--- config.mk ---
export PLATFORM = sky130hd
export DESIGN_NAME = fpu_unpack
export DESIGN_NICKNAME = d
export VERILOG_FILES = /design/src/rtl/fpu_unpack_pkg.sv /design/src/rtl/fpu_unpack_decode.sv /design/src/rtl/fpu_unpack_lzc.sv /design/src/rtl/fpu_unpack_norm.sv /design/src/rtl/fpu_unpack.sv
export SDC_FILE = /design/constraint.sdc
export NUM_CORES = 1
export LEC_CHECK = 0
export ABC_AREA = 1
export BUFFER_PORTS_ARGS = -buffer_cell sky130_fd_sc_hd__buf_2
export CAP_MARGIN = 20
export CELL_PAD_IN_SITES_DETAIL_PLACEMENT = 0
export CELL_PAD_IN_SITES_GLOBAL_PLACEMENT = 1
export CORE_MARGIN = 2
export CORE_UTILIZATION = 30
export CTS_CLUSTER_DIAMETER = 80
export DETAILED_ROUTE_END_ITERATION = 8
export PLACE_DENSITY = 0.76
export SKIP_LAST_GASP = 1
export SYNTH_ARGS = -nofsm -noshare
export SYNTH_HDL_FRONTEND = slang
export SYNTH_SLANG_ARGS = --single-unit
--- constraint.sdc ---
create_clock -name clk -period 30.9 [get_ports clk]
set_input_delay 6.18 -clock clk [delete_from_list [all_inputs] [get_ports clk]]
set_output_delay 6.18 -clock clk [all_outputs]
set_load 0.05 [all_outputs]
--- src/rtl/fpu_unpack_pkg.sv ---
package fpu_unpack_pkg;

    localparam int OP_W    = 128;
    localparam int MANT_W  = 128;
    localparam int EXP_W   = 18;
    localparam int FMT_W   = 3;
    localparam int NUM_FMT = 5;
    localparam int NUM_INT = 2;
    localparam int CLS_W   = 3;

    // per format code: exponent field width (0 for integers) and payload width
    localparam int FMT_EW [NUM_FMT] = '{0, 0, 8, 11, 15};
    localparam int FMT_FW [NUM_FMT] = '{32, 64, 23, 52, 112};

    typedef enum logic [CLS_W-1:0] {
        CLS_ZERO = 3'd0,
        CLS_NUM  = 3'd1,
        CLS_INF  = 3'd2,
        CLS_QNAN = 3'd3,
        CLS_SNAN = 3'd4
    } cls_e;

    typedef struct packed {
        logic                     sign;
        logic signed [EXP_W-1:0]  exp;
        logic [MANT_W-1:0]        mant;
        cls_e                     cls;
    } unp_t;

endpackage

--- src/rtl/fpu_unpack_decode.sv ---
module fpu_unpack_decode
    import fpu_unpack_pkg::*;
(
    input  logic [OP_W-1:0]  op,
    input  logic [FMT_W-1:0] fmt,
    output unp_t             pre,
    output logic             fmt_ok
);

    unp_t cand [NUM_FMT];

    for (genvar k = 0; k < NUM_FMT; k++) begin : g_fmt
        localparam int FW = FMT_FW[k];
        localparam int EW = FMT_EW[k];
        unp_t res;

        if (k < NUM_INT) begin : g_int
            logic [FW-1:0] raw;
            logic [FW-1:0] mag;
            assign raw = op[FW-1:0];
            assign mag = raw[FW-1] ? (FW'(0) - raw) : raw;
            always_comb begin
                res.sign = raw[FW-1];
                res.mant = MANT_W'(mag);
                if (mag == '0) begin
                    res.cls = CLS_ZERO;
                    res.exp = '0;
                end else begin
                    res.cls = CLS_NUM;
                    res.exp = EXP_W'(MANT_W - 1);
                end
            end
        end else begin : g_ieee
            localparam int BIAS = (1 << (EW - 1)) - 1;
            logic [EW-1:0] efld;
            logic [FW-1:0] frac;
            logic          e_zero;
            logic          e_ones;
            logic          f_zero;
            assign efld   = op[FW+EW-1:FW];
            assign frac   = op[FW-1:0];
            assign e_zero = (efld == '0);
            assign e_ones = &efld;
            assign f_zero = (frac == '0);
            always_comb begin
                res.sign = op[FW+EW];
                res.mant = {~e_zero & ~e_ones, frac, {(MANT_W-1-FW){1'b0}}};
                res.exp  = '0;
                res.cls  = CLS_NUM;
                if (e_ones) begin
                    if (f_zero) begin
                        res.cls = CLS_INF;
                    end else if (frac[FW-1]) begin
                        res.cls = CLS_QNAN;
                    end else begin
                        res.cls = CLS_SNAN;
                        res.mant[MANT_W-2] = 1'b1;
                    end
                end else if (e_zero) begin
                    if (f_zero) begin
                        res.cls = CLS_ZERO;
                    end else begin
                        res.exp = EXP_W'(1 - BIAS);
                    end
                end else begin
                    res.exp = EXP_W'(efld) - EXP_W'(BIAS);
                end
            end
        end

        assign cand[k] = res;
    end

    always_comb begin
        pre    = '0;
        fmt_ok = 1'b0;
        for (int k = 0; k < NUM_FMT; k++) begin
            if (fmt == FMT_W'(k)) begin
                pre    = cand[k];
                fmt_ok = 1'b1;
            end
        end
    end

endmodule

--- src/rtl/fpu_unpack_lzc.sv ---
module fpu_unpack_lzc #(
    parameter int W  = 128,
    parameter int CW = $clog2(W)
) (
    input  logic [W-1:0]  vec,
    output logic [CW-1:0] cnt
);

    // highest set bit wins; an all-zero vector reports 0
    always_comb begin
        cnt = '0;
        for (int i = 0; i < W; i++) begin
            if (vec[i]) cnt = CW'(W - 1 - i);
        end
    end

endmodule

--- src/rtl/fpu_unpack_norm.sv ---
module fpu_unpack_norm
    import fpu_unpack_pkg::*;
(
    input  unp_t pre,
    output unp_t post
);

    localparam int SH_W = $clog2(MANT_W);

    logic [SH_W-1:0] lz;
    logic [SH_W-1:0] shamt;

    fpu_unpack_lzc #(.W(MANT_W), .CW(SH_W)) lzc_i (
        .vec (pre.mant),
        .cnt (lz)
    );

    assign shamt = (pre.cls == CLS_NUM) ? lz : '0;

    always_comb begin
        post      = pre;
        post.mant = pre.mant << shamt;
        post.exp  = pre.exp - EXP_W'(shamt);
    end

endmodule

--- src/rtl/fpu_unpack.sv ---
module fpu_unpack
    import fpu_unpack_pkg::*;
(
    input  logic              clk,
    input  logic              rst_n,
    input  logic              in_valid,
    input  logic [FMT_W-1:0]  in_fmt,
    input  logic [OP_W-1:0]   in_op,
    output logic              out_valid,
    output logic              out_err,
    output logic              out_sign,
    output logic [EXP_W-1:0]  out_exp,
    output logic [MANT_W-1:0] out_mant,
    output logic [CLS_W-1:0]  out_class,
    output logic              out_invalid
);

    unp_t pre;
    unp_t post;
    unp_t res_q;
    logic fmt_ok;
    logic vld_q;
    logic err_q;

    fpu_unpack_decode dec_i (
        .op     (in_op),
        .fmt    (in_fmt),
        .pre    (pre),
        .fmt_ok (fmt_ok)
    );

    fpu_unpack_norm norm_i (
        .pre  (pre),
        .post (post)
    );

    always_ff @(posedge clk) begin
        if (!rst_n) begin
            vld_q <= 1'b0;
            err_q <= 1'b0;
            res_q <= '0;
        end else begin
            vld_q <= in_valid & fmt_ok;
            err_q <= in_valid & ~fmt_ok;
            if (in_valid && fmt_ok) res_q <= post;
        end
    end

    assign out_valid   = vld_q;
    assign out_err     = err_q;
    assign out_sign    = res_q.sign;
    assign out_exp     = res_q.exp;
    assign out_mant    = res_q.mant;
    assign out_class   = res_q.cls;
    assign out_invalid = (res_q.cls == CLS_SNAN);

endmodule

==> flow_summary.yaml, run 1 <==
status:
  status: "finished clean"
yosys:
  yosysUniqueCellTypes: 59
  yosysWarnings: 0
  synth-seq-area-share_pct: 13.5
  syn_area_mm2: 0.0226
  synth_flop_cell: "dfxtp_1"
  synth_edf_count: 0
  postSynthCellCount: 4398
  synth_nets: 4548
  synthArstFlopShare_pct: 0
  syn_avg_cell_area_um2: 5.13
  ys_ff_latch: 152
die:
  row_count: 100
  initial_core_util_pct: 30.3
  ioPinCount: 287
  die-area_mm2: 0.0775
  die_w_um: 278
  fp.coreArea_mm2: 0.0744
  die_h_um: 278
timing:
  rsz0062_at_grt: "no"
  setup_violations: 0
  relSlewSlack_pct: 21.0
  tightest_slew_ns: 1.17
  final_hold_viol_count: 0
  final.setup.tns_ns: 0
  min_period_over_period_pct: 58.2
  maxSlewViolCount: 0
  max_clock_freq_mhz: 55.6
  fin_crit_ns: 18.00
  skew_ns: 0
clocking:
  cts_hold_buf: 0
  post-cts-setup-buffer-count: 0
  clk_pin_slew_ns: 0.08
  cts.sinks: 152
  worstSkewPairLatency_ns: 0.45
  cts_tree: "done"
  cts_resized: 0
  clockRootBuffer: "clkbuf_16"
  clockBufferDepth: 2
  cts_made_buffers: 17
  htreeDepth: 4
critical_path:
  crit_arrival_ns: 18.38
  r2r_slack_ns: 29.92
  reg2reg_depth: 4
  crit_top_cell: "nand2_1"
  cp-end-kind: "register"
  crit_path_max_fanout: 90
  path_class: "primary input to register"
  slowest_stage: "buf_4"
  critPathRequiredTime_ns: 31.29
  cp-start-kind: "primary input"
  r2r-start: "out_mant[86]"
  r2r_end: "out_mant[86]"
  slowest_delay_ns: 0.85
placed_design:
  place.gp.congestion: 1.03
  io_buffers: 286
  dp_hpwl_mm: 103
  postPlaceCellArea_mm2: 0.0245
detailed_routing:
  drtAntennaViolNets: 0
  first_pass_iters: 6
  via_count: 32203
  viasPerCell: 5.92
  wirelength_mm: 132
  wire_per_inst_um: 24.2
  dr.first_iter.drc_count: 4850
  drc: 0
cells_and_area:
  syn_to_final_growth_pct: 11.3
  n_fill_cell: 8633
  layout.nets: 4610
  regArea_mm2: 0.00304
  drive_gt1_share_pct: 9.61
  fin_area_mm2: 0.0251
  multiInputGateArea_mm2: 0.0167
pwr:
  finalPower_mw: 1.15
  cellLeakagePower_nw: 12.4
  power-per-cell-area_mw_per_mm2: 45.8
  vdd_drop_max_mv: 0.0370
global_routing:
  grt_pass1_wl_mm: 193
  grt_pass1_vias: 29612
  grt_overflow: 0
  grt.total_usage_pct: 33.0
  antenna_found_initial: 4
  grt_max_degree: 144
min_path:
  hp-class: "register to register"
  hp-start: "out_mant[11]"
  whs_path_depth: 2
  hold_end: "out_mant[11]"
job:
  maxCapViolCount: 0
## synth_stat cells (3+ instances only)
master	number	share of area, %
clkinv_1	4	0.066
clkbuf_1	177	2.9
o211ai_1	14	0.47
nand4_1	51	1.4
nor3_2	3	0.13
o21ai_0	125	2.8
o22ai_1	82	2.3
buf_1	77	1.3
o2111ai_1	3	0.12
o31ai_1	5	0.17
a21boi_0	5	0.17
nand3b_1	5	0.17
nor2_1	329	5.5
a22oi_1	16	0.53
nor2_2	8	0.22
a31oi_1	27	0.75
nor3_1	51	1.1
buf_2	24	0.53
a211oi_1	3	0.10
nand3_1	1410	31
nor4_1	38	1.1
a21oi_1	107	2.4
xor2_1	56	2.2
or2_2	9	0.25
inv_1	450	7.5
inv_2	24	0.40
and2_1	4	0.11
dfxtp_1	152	13
nand2_1	1044	17
buf_4	10	0.33
or4_1	3	0.10
o21ai_1	31	0.69
ha_1	15	0.83
## power breakdown
group	internal, mW	switching (mW)	leakage, nW
Sequential	0.213	0.0129	1.24
Combinational	0.175	0.534	10.9
Clock	0.109	0.107	0.286
Total	0.497	0.654	12.4
## cell families (layout without fill, tap and decap cells)
group,after synthesis,after routing,share of synthesized area [%]
AND/OR/NAND/NOR,2965,2965,59.0
buffers and inverters,766,841,13.0
AO/OA/AOI/OAI,442,442,11.4
flip-flops,152,152,13.5
XOR/XNOR,57,57,2.21
adder cells (fa/ha/maj),16,16,0.920
other,0,1,0
## critical path, delay by kind of cell
kind,cells,cell delay [ns]
simple gates,135,9.59
buf+inv,4,2.19
compound gates,1,0.37
## flip-flops by register name, indices dropped and copies added, names as in the netlist
| register | count |
|---|---|
| out_mant | 128 |
| out_exp | 18 |
| out_class | 3 |
| out_err | 1 |
| out_sign | 1 |
| out_valid | 1 |
## how the worst max path moves through the flow
stage,startpoint,end,slack (ns),cells after the start
after global routing,in_op[31],out_mant[54],11.20,140
final,in_op[31],out_mant[54],12.90,140
after CTS,in_op[31],out_mant[54],13.31,140
after global placement,in_op[31],out_mant[54],12.74,140
after floorplan,in_op[0],out_exp[14],15.96,147
after detailed placement,in_op[31],out_mant[54],12.88,140
## cells in the final DEF (no fill, tap or decap), types with 6 or more instances in the layout
cell type and instances:
inv_2 24, nand4_1 51, o21ai_0 125, xor2_1 56
nor3_1 50, buf_2 286, nor2_4 6, nor2_1 322
a22oi_1 16, dfxtp_1 152, or2_2 9, a31oi_1 27
nand3_1 1410, buf_4 43, nor2_2 10, o22ai_1 82
inv_1 447, nor4_1 38, o21ai_1 31, clkbuf_16 17
nand2_1 1039, a21oi_1 107, ha_1 15, o211ai_1 14
## cell type report
cell class	instances	share of cell area [%]
repair buffers	331	7.09
inverters	478	7.17
clock buffers	17	1.69
multi-input cells	3480	66.4
clock inverters	15	0.702
flip-flops and latches	152	12.1
well taps	969	4.83
diodes	1	0.00996
## routing by layer
metal	vias up	routed length [um]	GRT usage, %
met2	1946	57400	51.5
met4	4	7540	16.4
met1	14971	53400	43.4
met5	-	46	0
met3	325	13600	6.09
li1	14957	-	-
## metrics by stage
| stage | util [%] | hold slack [ns] | worst slack [ns] | std cells |
|---|---|---|---|---|
| 2_1_floorplan | - | 0.665 | 15.96 | 4398 |
| 3_3_place_gp | 32.9 | 0.425 | 12.74 | 5409 |
| 3_5_place_dp | 32.9 | 0.427 | 12.88 | 5409 |
| 4_1_cts | 33.7 | 0.439 | 13.31 | 5441 |
| 5_1_grt | 33.7 | 0.458 | 11.20 | 5442 |
| 6_report | 33.7 | 0.438 | 12.90 | 5443 |
Note: power is estimated with default switching activity, not from simulation.
==> inputs of run 2 (changes only) <==
==> constraint.sdc (replaced) <==
create_clock -name clk -period 18.72 [get_ports clk]
set_input_delay 3.744 -clock clk [delete_from_list [all_inputs] [get_ports clk]]
set_output_delay 3.744 -clock clk [all_outputs]
set_load 0.05 [all_outputs]
==> run 2 against run 1 <==
Net effect:
- power up 65%
- largest power group unchanged
- worst setup slack got worse by 9.3 ns
- flip-flop and latch count unchanged
==> flow_summary.yaml, run 2 (synthesis results as in run 1) <==
timing:
  final_hold_viol_count: 0
  max_clock_freq_mhz: 66.3
  rsz0062_at_grt: "no"
  final.setup.tns_ns: 0
  min_period_over_period_pct: 80.6
  fin_crit_ns: 15.08
  maxSlewViolCount: 0
  setup_ws_ns: 3.64
  relSlewSlack_pct: 21.2
  skew_ns: 0
  setup_violations: 0
  tightest_slew_ns: 1.18
placed_design:
  io_buffers: 286
  place.gp.congestion: 1.02
  dp_slack_ns: 3.20
  postPlaceCellArea_mm2: 0.0245
  dp_hpwl_mm: 102
cells_and_area:
  drive_gt1_share_pct: 9.57
  layout_common_cells: "nand3_1 (1410), nand2_1 (1039), inv_1 (447)"
  largest_register_ffs: 128
  layout.nets: 4608
  n_fill_cell: 8632
  regArea_mm2: 0.00304
  fin_area_mm2: 0.0251
  final_common_cell: "nand3_1"
  syn_to_final_growth_pct: 11.3
  multiInputGateArea_mm2: 0.0167
clocking:
  htreeDepth: 4
  cts.sinks: 152
  clockBufferDepth: 2
  clk_pin_slew_ns: 0.08
  worstSkewPairLatency_ns: 0.45
  cts_made_buffers: 17
  cts_hold_buf: 0
  cts_resized: 0
  post-cts-setup-buffer-count: 0
  cts_tree: "done"
  clockRootBuffer: "clkbuf_16"
pwr:
  seq_power_share_pct: 19.7
  cellLeakagePower_nw: 12.4
  netSwitchingFraction_pct: 56.6
  p_int_uw: 822
  finalPower_mw: 1.89
  clockPowerShare_pct: 18.7
  switchingPower_mw: 1.07
  combPwrFrac_pct: 61.6
  vdd_drop_max_mv: 0.0554
  power-per-cell-area_mw_per_mm2: 75.3
detailed_routing:
  first_pass_iters: 6
  viasPerCell: 5.88
  dr.first_iter.drc_count: 4495
  drtAntennaViolNets: 0
  wirelength_mm: 131
  via_count: 32003
  drc: 0
  wire_per_inst_um: 24.1
global_routing:
  grt_pass1_vias: 29320
  antenna_found_initial: 2
  grt_max_degree: 144
  grt.total_usage_pct: 32.7
  grt_overflow: 0
  grt_pass1_wl_mm: 192
die:
  die_h_um: 278
  row_count: 100
  die_w_um: 278
  die-area_mm2: 0.0775
  fp.coreArea_mm2: 0.0744
  initial_core_util_pct: 30.3
  ioPinCount: 287
critical_path:
  reg2reg_depth: 4
  path_class: "primary input to register"
  slowest_stage: "buf_4"
  crit_top_cell: "nand2_1"
  cp-end-kind: "register"
  crit_path_max_fanout: 101
  cp-start-kind: "primary input"
  crit_arrival_ns: 15.46
  slowest_delay_ns: 0.93
  critPathRequiredTime_ns: 19.10
job:
  maxCapViolCount: 0
min_path:
  hp-class: "register to register"
  whs_path_depth: 2
status:
  status: "finished clean"
-- run 2: worst paths after layout --
path                              startpoint       endpoint  slack, ns
worst max-delay path               in_op[31]  out_mant[120]       3.64
worst min-delay path            out_mant[11]   out_mant[11]       0.44
worst max register to register  out_mant[86]   out_mant[86]      17.78
worst min register to register  out_mant[11]   out_mant[11]       0.44
-- run 2: layout make-up --
cell class | count | share of cell area (%)
inverters | 478 | 7.17
diodes | 2 | 0.0199
clock buffers | 17 | 1.69
clock inverters | 15 | 0.737
flip-flops and latches | 152 | 12.1
multi-input cells | 3480 | 66.3
repair buffers | 329 | 7.11
well taps | 969 | 4.82
-- run 2: stage by stage --
| stage | util (%) | instances | hold slack, ns |
|---|---|---|---|
| 6_report | 33.8 | 5442 | 0.436 |
| 5_1_grt | 33.8 | 5441 | 0.459 |
| 4_1_cts | 33.7 | 5438 | 0.439 |
| 3_5_place_dp | 32.9 | 5406 | 0.427 |
| 3_3_place_gp | 32.9 | 5406 | 0.424 |
| 2_1_floorplan | - | 4398 | 0.665 |
-- run 2: power groups by stage --
stage	clock network, mW	registers (mW)	logic, mW
after floorplan	0	0.467	0.661
after global placement	0	0.379	1.13
after detailed placement	0	0.379	1.12
after CTS	0.358	0.372	1.12
after global routing	0.371	0.375	1.25
final	0.354	0.372	1.17
-- run 2: metal layers --
| metal | vias to the layer above | track usage, % | share of wire (%) |
|---|---|---|---|
| met1 | 14718 | 42.4 | 40 |
| met4 | 0 | 18.4 | 6.6 |
| li1 | 14943 | - | - |
| met3 | 372 | 5.92 | 10 |
| met2 | 1970 | 50.9 | 43 |
| met5 | - | 0 | 0 |
-- run 2: critical path: cells and delay by family --
kind                   cells  cell delay [ns]
AND/OR/NAND/NOR          136             9.20
AO/OA/AOI/OAI              1             0.12
buffers and inverters      5             2.32
